`src/rtl/irq_comb_pkg.sv`:
```
package irq_comb_pkg;

  // bits per group and groups per 32-bit register word
  localparam int GROUP_W = 8;
  localparam int GROUPS_PER_WORD = 32 / GROUP_W;
  // width of index fields carried in the control strobes
  localparam int CMB_IDX_W = 8;

  typedef enum logic [1:0] {
    RD_ZERO    = 2'd0,
    RD_RAW     = 2'd1,
    RD_MASKED  = 2'd2,
    RD_SUMMARY = 2'd3
  } rdSel_e;

  typedef struct packed {
    logic                 setEn;
    logic                 clrEn;
    logic [CMB_IDX_W-1:0] quad;
    logic                 rdEn;
    rdSel_e               rdSel;
    logic [CMB_IDX_W-1:0] sumIdx;
  } ctrlCmd_t;

endpackage

```
`src/rtl/irq_comb_ctrl.sv`:
```
module irq_comb_ctrl
  import irq_comb_pkg::*;
#(
  parameter int NUM_GROUPS = 64,
  parameter int ADDR_W     = 7
) (
  input  logic              clk,
  input  logic              rstN,
  input  logic              wrEn,
  input  logic              rdEn,
  input  logic [ADDR_W-1:0] addr,
  output ctrlCmd_t          cmd,
  output logic              errR
);

  localparam int QUAD_WORDS = NUM_GROUPS;
  localparam int SUM_WORDS  = NUM_GROUPS / 32;
  localparam logic [ADDR_W-1:0] SUM_BASE_A = ADDR_W'(QUAD_WORDS);
  localparam logic [ADDR_W-1:0] SUM_LAST_A = ADDR_W'(QUAD_WORDS + SUM_WORDS - 1);

  logic inQuad, inSum, wrLegal;

  assign inQuad  = addr < SUM_BASE_A;
  assign inSum   = (addr >= SUM_BASE_A) && (addr <= SUM_LAST_A);
  assign wrLegal = inQuad && !addr[1];

  always_comb begin
    cmd        = '0;
    cmd.quad   = CMB_IDX_W'(addr[ADDR_W-1:2]);
    cmd.sumIdx = CMB_IDX_W'(addr - SUM_BASE_A);
    cmd.setEn  = wrEn && inQuad && (addr[1:0] == 2'd0);
    cmd.clrEn  = wrEn && inQuad && (addr[1:0] == 2'd1);
    cmd.rdEn   = rdEn;
    if (inQuad && addr[1:0] == 2'd2)      cmd.rdSel = RD_RAW;
    else if (inQuad && addr[1:0] == 2'd3) cmd.rdSel = RD_MASKED;
    else if (inSum)                       cmd.rdSel = RD_SUMMARY;
    else                                  cmd.rdSel = RD_ZERO;
  end

  always_ff @(posedge clk or negedge rstN) begin
    if (!rstN) errR <= 1'b0;
    else       errR <= wrEn && !wrLegal;
  end

endmodule

```
`src/rtl/irq_comb_dp.sv`:
```
module irq_comb_dp
  import irq_comb_pkg::*;
#(
  parameter int NUM_GROUPS      = 64,
  parameter int EXT_MODE        = 0,
  parameter int EXT_GROUP_LIMIT = 16
) (
  input  logic                          clk,
  input  logic                          rstN,
  input  logic [NUM_GROUPS*GROUP_W-1:0] irqIn,
  input  ctrlCmd_t                      cmd,
  input  logic [31:0]                   wrData,
  output logic [31:0]                   rdData,
  output logic [NUM_GROUPS-1:0]         groupOut,
  output logic [NUM_GROUPS*GROUP_W-1:0] enFlat
);

  localparam int QUADS     = NUM_GROUPS / GROUPS_PER_WORD;
  localparam int QW        = $clog2(QUADS);
  localparam int SUM_WORDS = NUM_GROUPS / 32;
  localparam int SW        = (SUM_WORDS > 1) ? $clog2(SUM_WORDS) : 1;

  logic [NUM_GROUPS*GROUP_W-1:0] pendFlat;

  for (genvar g = 0; g < NUM_GROUPS; g++) begin : g_grp
    localparam int Q = g / GROUPS_PER_WORD;
    localparam int L = g % GROUPS_PER_WORD;
    logic [GROUP_W-1:0] enR, pendR, enNext, pendNext;
    logic               outR, quadHit;

    assign quadHit = (cmd.quad == CMB_IDX_W'(Q));

    always_comb begin
      enNext = enR;
      if (cmd.setEn && quadHit)      enNext = enR | wrData[L*GROUP_W +: GROUP_W];
      else if (cmd.clrEn && quadHit) enNext = enR & ~wrData[L*GROUP_W +: GROUP_W];
    end

    if (EXT_MODE != 0 && g >= EXT_GROUP_LIMIT) begin : g_ign
      assign pendNext = pendR;
    end else begin : g_live
      assign pendNext = irqIn[g*GROUP_W +: GROUP_W];
    end

    always_ff @(posedge clk or negedge rstN) begin
      if (!rstN) begin
        enR   <= '0;
        pendR <= '0;
        outR  <= 1'b0;
      end else begin
        enR   <= enNext;
        pendR <= pendNext;
        outR  <= |(enNext & pendNext);
      end
    end

    assign enFlat[g*GROUP_W +: GROUP_W]   = enR;
    assign pendFlat[g*GROUP_W +: GROUP_W] = pendR;
    assign groupOut[g]                    = outR;
  end

  logic [31:0] rawW [QUADS];
  logic [31:0] mskW [QUADS];
  logic [31:0] sumW [SUM_WORDS];

  for (genvar q = 0; q < QUADS; q++) begin : g_word
    assign rawW[q] = pendFlat[q*32 +: 32];
    assign mskW[q] = pendFlat[q*32 +: 32] & enFlat[q*32 +: 32];
  end

  for (genvar s = 0; s < SUM_WORDS; s++) begin : g_sum
    assign sumW[s] = groupOut[s*32 +: 32];
  end

  logic [31:0] rdNext;

  always_comb begin
    case (cmd.rdSel)
      RD_RAW:     rdNext = rawW[cmd.quad[QW-1:0]];
      RD_MASKED:  rdNext = mskW[cmd.quad[QW-1:0]];
      RD_SUMMARY: rdNext = sumW[cmd.sumIdx[SW-1:0]];
      default:    rdNext = '0;
    endcase
  end

  always_ff @(posedge clk or negedge rstN) begin
    if (!rstN)         rdData <= '0;
    else if (cmd.rdEn) rdData <= rdNext;
  end

endmodule

```
`src/rtl/irq_comb_top.sv`:
```
module irq_comb_top
  import irq_comb_pkg::*;
#(
  parameter int NUM_GROUPS      = 64,
  parameter int EXT_MODE        = 0,
  parameter int EXT_GROUP_LIMIT = 16,
  localparam int ADDR_W         = $clog2(NUM_GROUPS + NUM_GROUPS / 32),
  localparam int SRC_W          = NUM_GROUPS * GROUP_W
) (
  input  logic                  clk,
  input  logic                  rstN,
  input  logic [SRC_W-1:0]      irqIn,
  input  logic                  wrEn,
  input  logic                  rdEn,
  input  logic [ADDR_W-1:0]     addr,
  input  logic [31:0]           wrData,
  output logic [31:0]           rdData,
  output logic                  err,
  output logic [NUM_GROUPS-1:0] groupOut,
  output logic [SRC_W-1:0]      enFlat
);

  ctrlCmd_t cmd;

  irq_comb_ctrl #(
    .NUM_GROUPS(NUM_GROUPS),
    .ADDR_W    (ADDR_W)
  ) u_ctrl (
    .clk (clk),
    .rstN(rstN),
    .wrEn(wrEn),
    .rdEn(rdEn),
    .addr(addr),
    .cmd (cmd),
    .errR(err)
  );

  irq_comb_dp #(
    .NUM_GROUPS     (NUM_GROUPS),
    .EXT_MODE       (EXT_MODE),
    .EXT_GROUP_LIMIT(EXT_GROUP_LIMIT)
  ) u_dp (
    .clk     (clk),
    .rstN    (rstN),
    .irqIn   (irqIn),
    .cmd     (cmd),
    .wrData  (wrData),
    .rdData  (rdData),
    .groupOut(groupOut),
    .enFlat  (enFlat)
  );

endmodule

```
`config.mk`:
```
export PLATFORM = sky130hd
export DESIGN_NAME = irq_comb_top
export DESIGN_NICKNAME = d
export VERILOG_FILES = /design/src/rtl/irq_comb_pkg.sv /design/src/rtl/irq_comb_ctrl.sv /design/src/rtl/irq_comb_dp.sv /design/src/rtl/irq_comb_top.sv
export SDC_FILE = /design/constraint.sdc
export NUM_CORES = 2
export LEC_CHECK = 0
export ABC_AREA = 1
export BUFFER_PORTS_ARGS = -buffer_cell sky130_fd_sc_hd__buf_2
export CAP_MARGIN = 20
export CORE_AREA = 2 2 458 460
export DETAILED_ROUTE_END_ITERATION = 7
export DIE_AREA = 0 0 460 462
export SETUP_SLACK_MARGIN = 0.02
export SYNTH_ARGS = -nofsm -noshare
export SYNTH_HDL_FRONTEND = slang
export SYNTH_SLANG_ARGS = --single-unit
```
`constraint.sdc`:
```
create_clock -name clk -period 2.46 [get_ports clk]
set_input_delay 0.615 -clock clk [delete_from_list [all_inputs] [get_ports clk]]
set_output_delay 0.615 -clock clk [all_outputs]
set_load 0.005 [all_outputs]
```
# ---- After elaboration in Yosys (flattened, before gate mapping)
# Cells that the tools add are included.
dict set report op_classes {
  reduce_logical 108
  addsub 1
  muxes 141
  n_lt_le_gt_ge 5
  n_bitwise 214
  eq_ne 21
}
# cell count
set op_table {}
lappend op_table {{8-bit AND} 128}
lappend op_table {{8-bit 2-to-1 mux} 128}
lappend op_table {{32-bit AND} 16}
lappend op_table {{8-bit OR} 64}
lappend op_table {{8-bit OR reduction} 64}
lappend op_table {{32-bit binary-select mux with 4-bit select} 2}
lappend op_table {{32-bit 2-to-1 mux} 7}
lappend op_table {{32-bit case mux with 3 select lines} 1}
lappend op_table {{5-bit by 4-bit equality test with 1-bit output, second input constant} 8}
lappend op_table {{1-bit logical AND} 40}
lappend op_table {{8-bit NOT} 4}
lappend op_table {{5-bit by 3-bit equality test with 1-bit output, second input constant} 4}
lappend op_table {{5-bit by 2-bit equality test with 1-bit output, second input constant} 2}
lappend op_table {{2-bit equality test, second input constant} 4}
lappend op_table {{8-bit logical NOT} 1}
lappend op_table {{7-bit greater-or-equal comparator, second input constant} 1}
lappend op_table {{7-bit less-or-equal comparator, second input constant} 1}
lappend op_table {{7-bit < comparator, second input constant} 1}
lappend op_table {{2-bit 2-to-1 mux} 3}
lappend op_table {{5-bit by 1-bit equality test with 1-bit output, second input constant} 1}
lappend op_table {{5-bit greater-or-equal comparator, second input constant} 1}
lappend op_table {{4-bit NOT with 5-bit output} 1}
lappend op_table {{2-bit by 1-bit equality test with 1-bit output, second input constant} 2}
lappend op_table {{2-bit greater-or-equal comparator, second input constant} 1}
lappend op_table {{4 further kinds} 5}
dict set report totals {
  ff_bits 1121
  wordCells 684
}

# ---- Longest topological paths before layout
dict set report logic_depth {
  depth_word 8
  ltp_mapped 15
  ltp_nobuf 13
}

# ---- Hierarchy
# A second synthesis with hierarchy kept.
dict set report unflattened {
  hier_cells 6514
  area_unflattened_um2 51952.3
}
# mod cells_each n_inst area_each_um2
set modules_own_cells {}
lappend modules_own_cells {irq_comb_dp 6479 1 51725.9}
lappend modules_own_cells {irq_comb_ctrl 35 1 226.5}

# ---- Worst setup path before layout
# No wires, ideal clock.
dict set report synth_timing {
  kind {input -> register}
  from {input addr[0]}
  to {register u_dp.g_grp[18].outR}
  stages 12
  setup_slack_ns 0.341
  setup_time_ns 0.119
  required_ns 2.341
  arrival_ns 2.001
  n_path_buf 3
  cell_sequence {buf_2 inv_2 nor3_4 buf_4 nand2_1 clkbuf_1 o21ai_0 o21ai_1 nand2_1 nand2_1 nor2_1 nand2_1}
}
dict set report synth_via {
  elab_chain_len 8
  word_cells_on_any_way 12
  classes_between {order compare (1); eq/ne (1); mux (2); bitwise (1); reduce/logical (7)}
}
# item line_no
set synth_lines {}
lappend synth_lines {{start: declaration} irq_comb_top.sv:15} ;# input logic [ADDR_W-1:0] addr,
lappend synth_lines {{7-bit < comparator} irq_comb_ctrl.sv:23} ;# assign inQuad = addr < SUM_BASE_A;
lappend synth_lines {{1-bit logical AND} {irq_comb_ctrl.sv:31, irq_comb_ctrl.sv:32}}
lappend synth_lines {{1-bit logical AND} irq_comb_ctrl.sv:32} ;# cmd.clrEn = wrEn && inQuad && (addr[1:0] == 2'd1);
lappend synth_lines {{1-bit logical AND} irq_comb_dp.sv:36} ;# else if (cmd.clrEn && quadHit) enNext = enR & ~wrData[L*GROUP_W +: GROUP_W];
lappend synth_lines {{8-bit 2-to-1 mux} irq_comb_dp.sv:36}
lappend synth_lines {{8-bit 2-to-1 mux (*)} irq_comb_dp.sv:35} ;# if (cmd.setEn && quadHit) enNext = enR | wrData[L*GROUP_W +: GROUP_W];
lappend synth_lines {{named net u_dp.g_grp[18].enNext[3]} irq_comb_dp.sv:28} ;# logic [GROUP_W-1:0] enR, pendR, enNext, pendNext;
lappend synth_lines {{8-bit AND (*)} irq_comb_dp.sv:53} ;# outR <= |(enNext & pendNext);
lappend synth_lines {{8-bit OR reduction (*)} irq_comb_dp.sv:53}
lappend synth_lines {{end signal: assignment} irq_comb_dp.sv:53}
lappend synth_lines {{end: declaration} irq_comb_dp.sv:29} ;# logic outR, quadHit;
# Mark *: on every way through the listed nets, which the timed path passes. The rest lies on a longest branch.
# A chain may end at the register's enable or synchronous reset.

# ---- Worst setup path in the final report
dict set report layout_timing {
  from {input addr[2]}
  to {register u_dp.rdData[23]}
}
dict set report layout_via {
  elab_chain_len 7
  word_cells_on_any_way 20
  classes_between {order compare (3); eq/ne (3); mux (10); bitwise (1); reduce/logical (3)}
}
# item line_no
set layout_lines {}
lappend layout_lines {{7-bit greater-or-equal comparator or 7-bit less-or-equal comparator (tied branches)} irq_comb_ctrl.sv:24} ;# assign inSum = (addr >= SUM_BASE_A) && (addr <= SUM_LAST_A);
lappend layout_lines {{1-bit logical AND} irq_comb_ctrl.sv:24}
lappend layout_lines {{2-bit 2-to-1 mux} irq_comb_ctrl.sv:36} ;# else if (inSum) cmd.rdSel = RD_SUMMARY;
lappend layout_lines {{2-bit 2-to-1 mux} irq_comb_ctrl.sv:35} ;# else if (inQuad && addr[1:0] == 2'd3) cmd.rdSel = RD_MASKED;
lappend layout_lines {{2-bit 2-to-1 mux} irq_comb_ctrl.sv:34} ;# if (inQuad && addr[1:0] == 2'd2) cmd.rdSel = RD_RAW;
lappend layout_lines {{2-bit equality test or 2-bit by 1-bit equality test with 1-bit output (tied branches)} irq_comb_dp.sv:78} ;# case (cmd.rdSel)
lappend layout_lines {{32-bit case mux with 3 select lines (*)} irq_comb_dp.sv:78}
lappend layout_lines {{end signal: assignment} irq_comb_dp.sv:88} ;# else if (cmd.rdEn) rdData <= rdNext;
lappend layout_lines {{end: declaration} irq_comb_dp.sv:13} ;# output logic [31:0] rdData,
# Every way passes the cells marked *; elsewhere a longest branch is shown, timed or not. The select of a mux whose other input is x is not followed.

==> results.py <==
metrics = {
    "run_status": {
        "outcome": "finished clean",
    },
    "pwr": {
        "leakagePower_nw": 37.00,
        "peakVddDrop_mv": 0.7068,
        "powerDensity_nw_per_um2": 678.5,
    },
    "global_route": {
        "grt_pass1_vias": 55590,
        "overflow": 0,
        "grt_pass1_wl_um": 453400,
        "antenna_found_initial": 86,
        "grt_max_degree": 123,
        "grt_usage_pct": 30.95,
    },
    "cts": {
        "path_clk_slew_ps": 60,
        "h-tree-depth": 4,
        "cts_buffer_depth": 3,
        "cts_tree": "yes",
        "cts_sinks": 1121,
        "cts_resized": 0,
        "cts_root_buf": "clkbuf_16",
        "clk_latency_ps": 800,
        "cts_buffers": 139,
    },
    "timing": {
        "period_minus_slack_ps": 2342,
        "maxSlewViolCount": 0,
        "timing.fmax_ghz": 0.4270,
        "rsz0062_at_grt": "no",
        "setup_violations": 0,
        "skew_ps": 36.26,
        "fin_hold_ws_ps": 141.7,
        "setup_slack_ps": 117.9,
        "tightest_slew_ps": 876.0,
        "period_share_pct": 95.21,
        "finalHoldViolations": 0,
        "maxSlewHeadroom_pct": 40.98,
    },
    "place": {
        "place_ws_ps": -675.8,
        "place.gp.congestion": 0.9942,
        "dpl.cell_count": 10090,
        "hpwlAfterDp_um": 273600,
        "io_buffers": 1163,
    },
    "die": {
        "die_w_um": 460,
        "die_area_um2": 212500,
        "start_util_pct": 24.08,
        "core-area_um2": 208100,
        "die_h_um": 462,
        "row_count": 168,
        "io_pins": 1164,
    },
    "layout": {
        "post-route-util_pct": 35.37,
        "nets": 8574,
        "layout-drive-gt1-share_pct": 24.01,
        "stdcell_count": 10900,
        "syn_to_final_growth_pct": 46.93,
    },
    "worst_setup_path": {
        "critPathLaunch": "addr[2]",
        "cp-end-kind": "flop",
        "required_ps": 3180,
        "crit_arrival_ps": 3070,
        "r2r-end": "u_dp.rdData[23]$_DFFE_PN0P_",
        "rrSetupSlack_ps": 550,
        "cp_max_fo": 75,
        "rr_startpoint": "u_dp.g_grp[14].pendR[7]$_DFF_PN0_",
        "crit_type": "input port to flop",
        "r2r_cells": 9,
        "start_kind": "input port",
    },
    "synth": {
        "synth_most_common_cell": "nand2_1",
        "synthesis.nets": 6678,
        "synth_common_cells": "nand2_1, dfrtp_1, nand3_1",
        "syn_area_per_cell_um2": 8.183,
        "postSynthRegisterBits": 1121,
        "synth_edf_count": 0,
        "synth_cell_type_count": 18,
        "ys_seq_area_share_pct": 55.99,
        "async_flop_share_pct": 100.0,
        "synthTopCellsByArea": "dfrtp_1, nand2_1, nand3_1, o21ai_0, o21ai_1",
        "synth_top_area_cell": "dfrtp_1",
        "synthFlopType": "dfrtp_1",
        "yosys_warnings": 0,
        "netlist_instances": 6123,
        "yosys.area.top_type_share_pct": 55.99,
        "synth_area_um2": 50100,
    },
    "drt": {
        "viasPerCell": 5.171,
        "first_iter_violations": 7143,
        "drtPass1Iterations": 7,
        "wire_per_inst_um": 31.05,
        "wl_um": 338500,
        "antenna_left": 0,
        "drc": 0,
        "vias": 56360,
    },
    "worst_hold_path": {
        "holdPathStages": 3,
        "min_delay_worst_endpoint": "u_dp.g_grp[23].enR[0]$_DFF_PN0_",
        "hp-start": "wrData[24]",
        "hold_class": "input port to flop",
    },
    "job": {
        "maxCapViolCount": 0,
    },
}
-- layer usage --
metal	GRT usage [%]	share of wire, %	up-vias
li1	-	-	24280
met4	22.35	8.5	44
met2	50.63	46	3541
met1	35.32	36	27620
met3	7.577	9.0	875
met5	0	0.082	-
-- final cells by class --
class / count / area (um2)
diodes: 55 / 137.6
clock buffers: 192 / 4020
clock inverters: 55 / 768.2
fillers: 21470 / 134500
inverters: 99 / 384.1
multi-input cells: 4439 / 19640
flip-flops and latches: 1121 / 28050
well taps: 2720 / 3403
repair buffers: 2219 / 17210
-- critical path: stages --
cell and delay, ps:
buf_8 120, inv_8 50, buf_4 180, buf_12 250, buf_12 330, a21boi_0 140, o21ai_0 710, inv_1 220
nand3b_1 140, nand2_1 50, nand3_1 60, nand2_1 60, nand2_1 60
-- state kept, by name, indices dropped and copies added (netlist names) --
signal            cells
u_dp.rdData          32
u_dp.g_grp.enR      512
u_dp.g_grp.pendR    512
u_ctrl.errR           1
u_dp.g_grp.outR      64
-- layout by cell type, fill, tap and decap left out --
master	netlist	routed
clkbuf_8	0	31
clkinv_8	0	2
clkinv_4	0	4
nand2_1	2061	2061
buf_12	0	172
dlygate4sd3_1	0	513
a21oi_1	44	44
dfrtp_1	1121	1121
nor3_4	1	1
clkinvlp_4	0	6
clkbuf_16	0	141
diode_2	0	55
nand3_1	1091	1091
inv_6	0	9
bufinv_16	0	14
inv_16	0	4
buf_2	69	1160
clkbuf_1	298	21
a21boi_0	27	27
inv_8	0	1
buf_8	0	2
nand3b_1	27	27
inv_2	9	9
nand4_1	38	38
buf_4	66	371
nor2_2	4	2
nor2_4	0	5
o21ai_0	653	653
o21ai_1	307	307
nor2_1	186	183
clkinv_2	0	17
inv_1	90	88
-- logic make-up after synthesis --
group,share of synthesized area (%)
simple gates,28.69
flops,55.99
compound gates,10.43
buf+inv,4.885
-- where the power goes --
part | leakage, nW | total (mW) | internal (mW) | switching, mW
logic | 20.3 | 7.46 | 2.82 | 4.64
clock network | 2.35 | 21.9 | 13.0 | 8.92
registers | 14.3 | 20.6 | 19.5 | 1.10
total | 37.0 | 49.9 | 35.3 | 14.7
-- how the worst max path moves through the flow --
| stage | end | slack (ps) | cells after the start |
|---|---|---|---|
| after floorplan | u_dp.g_grp[18].outR$_DFF_PN0_ | 340 | 12 |
| after global placement | u_dp.rdData[25]$_DFFE_PN0P_ | -680 | 13 |
| after detailed placement | u_dp.rdData[25]$_DFFE_PN0P_ | -680 | 13 |
| after CTS | u_dp.rdData[25]$_DFFE_PN0P_ | 180 | 13 |
| after global routing | groupOut[7] | 220 | 1 |
| final | u_dp.rdData[23]$_DFFE_PN0P_ | 120 | 13 |
-- timing repair --
| action | in CTS | in global routing |
|---|---|---|
| buffers inserted | 0 | 0 |
| hold buffers | 513 | 0 |
| endpoints found under the hold margin | 520 | 0 |
-- metrics by stage --
stage	setup TNS [ps]	power [mW]	instance area, um2
2_1_floorplan	0	22.79	50100
3_3_place_gp	-18920	27.49	63550
3_5_place_dp	-19510	27.55	63550
4_1_cts	0	50.15	73480
5_1_grt	0	51.48	73560
6_report	0	49.95	73610
(Power assumes the default switching activity.)
